--- config.mk ---
export PLATFORM = sky130hd
export DESIGN_NAME = evt_route_chan
export DESIGN_NICKNAME = d
export VERILOG_FILES = /design/src/rtl/evt_route_pkg.sv /design/src/rtl/evt_chan_cfg.sv /design/src/rtl/evt_gen_mux.sv /design/src/rtl/evt_edge_det.sv /design/src/rtl/evt_route_chan.sv
export SDC_FILE = /design/constraint.sdc
export NUM_CORES = 1
export LEC_CHECK = 0
export BUFFER_PORTS_ARGS = -buffer_cell sky130_fd_sc_hd__buf_2
export CAP_MARGIN = 0
export CORE_AREA = 2 2 126 128
export CTS_BUF_LIST = sky130_fd_sc_hd__clkbuf_4 sky130_fd_sc_hd__clkbuf_8 sky130_fd_sc_hd__clkbuf_16
export CTS_CLUSTER_DIAMETER = 50
export DETAILED_ROUTE_END_ITERATION = 7
export DIE_AREA = 0 0 128 130
export MAX_ROUTING_LAYER = met4
export SETUP_SLACK_MARGIN = 0.02
export SYNTH_ARGS = -nofsm -noshare
export SYNTH_HDL_FRONTEND = slang
export SYNTH_SLANG_ARGS = --single-unit
--- constraint.sdc ---
create_clock -name clk -period 3.4 [get_ports clk]
set_clock_uncertainty 0.15 [all_clocks]
set_input_delay 0.34 -clock clk [delete_from_list [all_inputs] [get_ports clk]]
set_output_delay 0.34 -clock clk [all_outputs]
set_load 0.1 [all_outputs]
--- src/rtl/evt_route_pkg.sv ---
package evt_route_pkg;

   localparam int CFG_W    = 32;
   localparam int SEL_W    = 8;
   localparam int SEL_LSB  = 0;
   localparam int PATH_LSB = 8;
   localparam int EDGE_LSB = 10;
   localparam int STBY_BIT = 14;
   localparam int OD_BIT   = 15;

   localparam logic [CFG_W-1:0] CFG_MASK =
      (CFG_W'((1 << SEL_W) - 1) << SEL_LSB) |
      (CFG_W'(3) << PATH_LSB) |
      (CFG_W'(3) << EDGE_LSB) |
      (CFG_W'(1) << STBY_BIT) |
      (CFG_W'(1) << OD_BIT);

   typedef enum logic [1:0] {
      PATH_SYNC   = 2'd0,
      PATH_RESYNC = 2'd1,
      PATH_ASYNC  = 2'd2,
      PATH_RSVD   = 2'd3
   } path_e;

   typedef enum logic [1:0] {
      EDGE_NONE = 2'd0,
      EDGE_RISE = 2'd1,
      EDGE_FALL = 2'd2,
      EDGE_BOTH = 2'd3
   } edge_e;

   typedef struct packed {
      logic             on_demand;
      logic             run_stby;
      edge_e            edge_mode;
      path_e            path;
      logic [SEL_W-1:0] gen_sel;
   } chan_cfg_t;

   localparam chan_cfg_t CFG_RST = '{
      on_demand: 1'b1,
      run_stby:  1'b0,
      edge_mode: EDGE_NONE,
      path:      PATH_SYNC,
      gen_sel:   '0
   };

   function automatic logic [CFG_W-1:0] cfg_pack(input chan_cfg_t c);
      logic [CFG_W-1:0] w;
      w = '0;
      w[SEL_LSB +: SEL_W] = c.gen_sel;
      w[PATH_LSB +: 2]    = c.path;
      w[EDGE_LSB +: 2]    = c.edge_mode;
      w[STBY_BIT]         = c.run_stby;
      w[OD_BIT]           = c.on_demand;
      return w;
   endfunction

   function automatic chan_cfg_t cfg_unpack(input logic [CFG_W-1:0] w);
      chan_cfg_t c;
      c.gen_sel   = w[SEL_LSB +: SEL_W];
      c.path      = path_e'(w[PATH_LSB +: 2]);
      c.edge_mode = edge_e'(w[EDGE_LSB +: 2]);
      c.run_stby  = w[STBY_BIT];
      c.on_demand = w[OD_BIT];
      return c;
   endfunction

endpackage

--- src/rtl/evt_chan_cfg.sv ---
module evt_chan_cfg
   import evt_route_pkg::*;
#(
   parameter int CHAN_IDX        = 0,
   parameter int SYNC_CHAN_LIMIT = 4
) (
   input  logic             clk,
   input  logic             rst_n,
   input  logic             we,
   input  logic [CFG_W-1:0] wdata,
   output logic [CFG_W-1:0] rdata,
   output chan_cfg_t        cfg,
   output path_e            eff_path
);

   localparam bit SYNC_OK = (CHAN_IDX < SYNC_CHAN_LIMIT);

   chan_cfg_t cfg_q;
   logic      unused_wbits;

   assign unused_wbits = ^(wdata & ~CFG_MASK);

   always_ff @(posedge clk or negedge rst_n) begin
      if (!rst_n) begin
         cfg_q <= CFG_RST;
      end else if (we) begin
         cfg_q <= cfg_unpack(wdata);
      end
   end

   assign cfg   = cfg_q;
   assign rdata = cfg_pack(cfg_q);

   generate
      if (SYNC_OK) begin : g_all_paths
         assign eff_path = cfg_q.path;
      end else begin : g_async_only
         always_comb begin
            if (cfg_q.path == PATH_SYNC || cfg_q.path == PATH_RESYNC)
               eff_path = PATH_ASYNC;
            else
               eff_path = cfg_q.path;
         end
      end
   endgenerate

   AST_CFG_WRITE: assert property (@(posedge clk) disable iff (!rst_n)
      we |=> (rdata == ($past(wdata) & CFG_MASK)));
   AST_RSVD_BITS_ZERO: assert property (@(posedge clk) disable iff (!rst_n)
      (rdata & ~CFG_MASK) == '0);

endmodule

--- src/rtl/evt_gen_mux.sv ---
module evt_gen_mux
   import evt_route_pkg::*;
#(
   parameter int NUM_GEN = 256
) (
   input  logic [NUM_GEN-1:0] gen_in,
   input  logic [SEL_W-1:0]   sel,
   output logic               sel_sig
);

   localparam int SPAN = 1 << SEL_W;

   logic [SPAN-1:0] padded;

   generate
      for (genvar i = 0; i < SPAN; i++) begin : g_pad
         if (i < NUM_GEN) begin : g_live
            assign padded[i] = gen_in[i];
         end else begin : g_dead
            assign padded[i] = 1'b0;
         end
      end
   endgenerate

   assign sel_sig = padded[sel];

endmodule

--- src/rtl/evt_edge_det.sv ---
module evt_edge_det
   import evt_route_pkg::*;
#(
   parameter int STAGES = 1
) (
   input  logic  clk,
   input  logic  rst_n,
   input  logic  d,
   input  edge_e mode,
   output logic  evt,
   output logic  busy
);

   logic [STAGES-1:0] st;
   logic              prev;
   logic              last;
   logic              evt_q;
   logic              rise, fall, hit;
   logic [STAGES+1:0] chain;

   generate
      if (STAGES < 1) begin : g_bad_stages
         $error("evt_edge_det: STAGES must be at least 1");
      end
      if (STAGES == 1) begin : g_one
         always_ff @(posedge clk or negedge rst_n) begin
            if (!rst_n) st <= '0;
            else        st <= d;
         end
      end else begin : g_many
         always_ff @(posedge clk or negedge rst_n) begin
            if (!rst_n) st <= '0;
            else        st <= {st[STAGES-2:0], d};
         end
      end
   endgenerate

   assign last = st[STAGES-1];
   assign rise = last & ~prev;
   assign fall = ~last & prev;

   always_comb begin
      unique case (mode)
         EDGE_RISE: hit = rise;
         EDGE_FALL: hit = fall;
         EDGE_BOTH: hit = rise | fall;
         default:   hit = 1'b0;
      endcase
   end

   always_ff @(posedge clk or negedge rst_n) begin
      if (!rst_n) begin
         prev  <= 1'b0;
         evt_q <= 1'b0;
      end else begin
         prev  <= last;
         evt_q <= hit;
      end
   end

   assign chain = {d, st, prev};
   assign evt   = evt_q;
   assign busy  = evt_q | ~((&chain) | ~(|chain));

   AST_RISE_SINGLE: assert property (@(posedge clk) disable iff (!rst_n)
      (evt_q && mode == EDGE_RISE && $past(mode) == EDGE_RISE) |=> !evt_q);

endmodule

--- src/rtl/evt_route_chan.sv ---
module evt_route_chan
   import evt_route_pkg::*;
#(
   parameter int CHAN_IDX        = 0,
   parameter int NUM_GEN         = 256,
   parameter int SYNC_CHAN_LIMIT = 4,
   parameter int RESYNC_STAGES   = 2
) (
   input  logic               clk,
   input  logic               rst_n,
   input  logic               cfg_we,
   input  logic [CFG_W-1:0]   cfg_wdata,
   output logic [CFG_W-1:0]   cfg_rdata,
   input  logic [NUM_GEN-1:0] gen_in,
   input  logic               standby_i,
   output logic               evt_out,
   output logic               clk_req
);

   localparam bit SYNC_OK = (CHAN_IDX < SYNC_CHAN_LIMIT);

   generate
      if (NUM_GEN < 1 || NUM_GEN > (1 << SEL_W)) begin : g_bad_num_gen
         $error("evt_route_chan: NUM_GEN out of range");
      end
      if (RESYNC_STAGES < 2) begin : g_bad_resync
         $error("evt_route_chan: RESYNC_STAGES must be at least 2");
      end
      if (CHAN_IDX < 0) begin : g_bad_idx
         $error("evt_route_chan: CHAN_IDX must not be negative");
      end
   endgenerate

   chan_cfg_t cfg;
   path_e     eff_path;
   logic      sel_sig;
   logic      sync_evt, sync_busy;
   logic      resync_evt, resync_busy;
   logic      active, path_ok;
   logic      path_evt, path_busy;

   evt_chan_cfg #(
      .CHAN_IDX        (CHAN_IDX),
      .SYNC_CHAN_LIMIT (SYNC_CHAN_LIMIT)
   ) u_cfg (
      .clk      (clk),
      .rst_n    (rst_n),
      .we       (cfg_we),
      .wdata    (cfg_wdata),
      .rdata    (cfg_rdata),
      .cfg      (cfg),
      .eff_path (eff_path)
   );

   evt_gen_mux #(
      .NUM_GEN (NUM_GEN)
   ) u_mux (
      .gen_in  (gen_in),
      .sel     (cfg.gen_sel),
      .sel_sig (sel_sig)
   );

   generate
      if (SYNC_OK) begin : g_clocked
         evt_edge_det #(.STAGES(1)) u_sync_det (
            .clk   (clk),
            .rst_n (rst_n),
            .d     (sel_sig),
            .mode  (cfg.edge_mode),
            .evt   (sync_evt),
            .busy  (sync_busy)
         );
         evt_edge_det #(.STAGES(RESYNC_STAGES)) u_resync_det (
            .clk   (clk),
            .rst_n (rst_n),
            .d     (sel_sig),
            .mode  (cfg.edge_mode),
            .evt   (resync_evt),
            .busy  (resync_busy)
         );
      end else begin : g_no_clocked
         logic unused_edge_mode;
         assign unused_edge_mode = ^cfg.edge_mode;
         assign sync_evt    = 1'b0;
         assign sync_busy   = 1'b0;
         assign resync_evt  = 1'b0;
         assign resync_busy = 1'b0;
      end
   endgenerate

   assign active  = ~standby_i | cfg.run_stby;
   assign path_ok = (eff_path != PATH_RSVD);

   always_comb begin
      unique case (eff_path)
         PATH_SYNC:   begin path_evt = sync_evt;   path_busy = sync_busy;   end
         PATH_RESYNC: begin path_evt = resync_evt; path_busy = resync_busy; end
         PATH_ASYNC:  begin path_evt = sel_sig;    path_busy = 1'b0;        end
         default:     begin path_evt = 1'b0;       path_busy = 1'b0;        end
      endcase
   end

   assign evt_out = active & path_evt;
   assign clk_req = active & path_ok & (~cfg.on_demand | path_busy);

   AST_RSVD_PATH_QUIET: assert property (@(posedge clk) disable iff (!rst_n)
      (cfg.path == PATH_RSVD) |-> (!evt_out && !clk_req));
   AST_STBY_GATE: assert property (@(posedge clk) disable iff (!rst_n)
      (standby_i && !cfg.run_stby) |-> (!evt_out && !clk_req));
   AST_ALWAYS_ON_REQ: assert property (@(posedge clk) disable iff (!rst_n)
      (!cfg.on_demand && !standby_i && cfg.path != PATH_RSVD) |-> clk_req);
   AST_ASYNC_PASS: assert property (@(posedge clk) disable iff (!rst_n)
      (cfg.path == PATH_ASYNC && !standby_i) |-> (evt_out == sel_sig));
   AST_ASYNC_NO_REQ: assert property (@(posedge clk) disable iff (!rst_n)
      (cfg.path == PATH_ASYNC && cfg.on_demand) |-> !clk_req);

   generate
      if (!SYNC_OK) begin : g_hi_chk
         AST_HIGH_CHAN_ASYNC: assert property (@(posedge clk) disable iff (!rst_n)
            (cfg.path != PATH_RSVD && !standby_i) |-> (evt_out == sel_sig));
      end
   endgenerate

endmodule

==> summary.txt <==
Setup path
  • Crit Path Class: reg2out
  • Arrival time worst endpoint: 3.05 ns
  • Critical Path RT: 2.91 ns
  • CP endpoint kind: primary output
  • Startpoint types: flip-flop
  • Worst reg-to-reg setup slack: 0.77 ns
  • CP Max Fanout: 8

Die
  • Die Area: 16,600 µm²
  • Die height: 130 µm
  • Initial Util: 21.6%
  • Die X: 128 µm
  • I/O pin cnt: 326
  • Core Area: 15,400 µm²
  • Rows: 46

Run status
  • Failing checks: setup timing
  • Status: finished with violations

Cells and area
  • Diodes inserted: 0
  • Reg area: 487 µm²
  • Nets@finish: 880
  • Post-layout instance area: 5270 µm²
  • Fill count: 1,609
  • Non-Filler Instances: 773
  • Synth-to-layout area growth: 58.1%
  • Footprint of the multi-input gates: 2600 µm²
  • Fin util: 34.2%
  • Layout cell share with drive strength beyond 1: 68.5%

Drt
  • Via count: 3,705
  • DRC Markers: 0
  • Wirelength, routed: 14,200 µm
  • Post-DRT Antenna Nets: 0
  • Initial DRT Pass Iterations: 4
  • Via density: 4.79
  • DR iter-0 viols: 134
  • Avg WL per Cell: 18.3 µm

Synthesis
  • Count of cell types in the netlist: 47
  • Top cell type's share of synthesized area: 27.0%
  • EDFF count, synth: 0
  • Xor-xnor portion of the synthesized cell area: 0%
  • Synth Cell Area: 3330 µm²
  • Simple logic cell fraction of the synthesized area: 8.75%
  • Ys Warns: 0
  • Yosys top cell by area: mux4_2
  • Async S/R FF share, synth: 100%
  • Sequential fraction of the synthesis area: 14.3%
  • Adder-cell area share of the yosys netlist: 2.25%
  • Mux share of post-synthesis cell area: 50.6%
  • Largest family of logic cells by synthesized area: multiplexers
  • Synth Area in Compound Gates: 13.1%
  • #FFs+latches synth: 19
  • Mean post-synth cell area: 11.7 µm²
  • Synth Instances: 284
  • Top cells by area in the synthesized netlist: mux4_2, dfrtp_1, mux4_1
  • Ys flop type: dfrtp_1

Placement
  • Dpl ws: -0.0174 ns
  • IO buf count: 289
  • Gpl congestion: 0.769
  • Placed cell count: 763
  • Placement Cell Area: 5030 µm²
  • HPWL Detailed: 12,000 µm

Global routing
  • Largest net degree at the start of global routing: 27
  • Initial antenna violation count: 0
  • Total GRT Usage: 16.1%
  • Grt total ovfl: 0
  • First-pass GRT wire length: 20,100 µm
  • Vias in the first global route: 3,702

Timing
  • Final setup TNS: -0.286 ns
  • Slew at the pin closest to its max-slew limit: 0.639 ns
  • Setup ws final: -0.144 ns
  • Min Hold Slack: 0.149 ns
  • Max Slew Vio Count: 0
  • RSZ-0062 raised after global routing: true
  • Crit share post-route: 104%
  • # setup viols final: 2
  • Fmax: 282 MHz
  • Final Hold Fails: 0
  • Slew margin rel.: 57.4%
  • Minimum clock period: 3.54 ns

CTS
  • Clk Latency, worst-skew pair: 0.25 ns
  • Clk slew on worst S/H paths: 0.06 ns
  • Clock root cell: clkbuf_16
  • Clk buf depth: 2
  • Total number of H-tree levels: 1
  • CTS buffer count: 3
  • Clock sink total: 19
  • CTS tree: done

Power
  • Tot Pwr: 1.69 mW
  • Leakage: 2.54 nW
  • Cell Pwr Density: 321 nW/µm²
  • Worst IR Drop VDD: 0.356 mV

Worst hold path
  • Hold Path Class: in2reg

Flow run
  • # Max-Cap Violations: 0
==> routing by layer <==
metal,wire [µm],global-route usage (%)
met3,780,1.39
met5,0,-
met2,7370,29.8
met4,80,2.00
met1,5930,19.8
==> flip-flops by register name (all words and copies together), names as in the netlist <==
register and cells:
g_clocked.u_resync_det.prev 1, g_clocked.u_resync_det.evt 1, u_cfg.eff_path 2, g_clocked.u_sync_det.evt 1, g_clocked.u_resync_det.st 2, u_cfg.cfg 12
==> report_power, final <==
group	switching, mW	internal, mW
Combinational	0.599	0.513
Sequential	0.0715	0.265
Clock	0.0848	0.158
Total	0.756	0.936
==> placed cells by master, fill, tap and decap left out, types with 9 or more instances in the layout <==
cell	n
buf_12	10
mux4_2	45
conb_1	18
dfrtp_1	14
nand2_1	18
buf_2	287
buf_4	18
a22oi_1	20
mux4_1	9
mux2i_1	26
nand3_1	10
mux2_2	14
==> cells in the mapped netlist, drive strengths merged, types with 2 or more instances <==
cell type / n
nand3: 10
o22ai: 2
ha: 6
nor3: 2
nor2: 5
nand2b: 2
and2: 2
mux2i: 26
a211oi: 3
a311oi: 3
a21oi: 9
a22o: 2
buf: 35
nand4: 3
inv: 8
clkbuf: 8
o211ai: 2
mux2: 14
dfrtp: 18
nor2b: 6
nor3b: 2
mux4: 54
nand3b: 2
o21ai: 6
nand2: 18
a22oi: 21
nor4: 3
==> cell type report <==
| cell class | count | area share, % |
|---|---|---|
| multi-input cells | 231 | 49.3 |
| clock inverters | 1 | 0.0950 |
| clock buffers | 3 | 1.42 |
| inverters | 8 | 0.570 |
| flip-flops and latches | 19 | 9.24 |
| repair buffers | 319 | 34.8 |
| well taps | 192 | 4.56 |
==> critical path, cell delays in order (launching register included) <==
cell	delay, ns
dfrtp_4	0.55
buf_12	0.16
buf_16	0.14
buf_4	0.15
mux4_2	0.46
o22ai_1	0.19
nor4_1	0.08
a21oi_1	0.15
o211a_1	0.21
o41ai_4	0.11
mux2i_1	0.17
a211oi_4	0.22
buf_12	0.21
==> kinds of logic (layout without fill, tap and decap cells) <==
logic type,after synthesis,count (layout)
multiplexers,94,94
AND/OR/NAND/NOR,57,57
AO/OA/AOI/OAI,56,56
buffers and inverters,51,331
flip-flops,19,19
adder cells (fa/ha/maj),6,6
other,1,18
==> what timing repair did <==
item                       4_1_cts  5_1_grt
hold buffers                     1        0
setup endpoints to repair        2        2
pin swaps                        6        1
resized for setup                8        7
buffers inserted                 3        1
cloned                           1        0
hold endpoints to repair        18        0
==> path summary, 6_finish.rpt <==
| kind | startpoint | to | cells past startpoint |
|---|---|---|---|
| worst max-delay path | u_cfg.cfg[0] | clk_req | 12 |
| worst min-delay path | cfg_wdata[2] | u_cfg.cfg[2] | 3 |
| worst max register to register | u_cfg.cfg[0] | g_clocked.u_resync_det.st[0] | 10 |
| worst min register to register | g_clocked.u_resync_det.st[0] | g_clocked.u_resync_det.st[1] | 0 |
| max in group asynchronous | rst_n | u_cfg.cfg[1] | 2 |
| min in group asynchronous | rst_n | u_cfg.cfg[11] | 2 |
(Power assumes the default switching activity.)
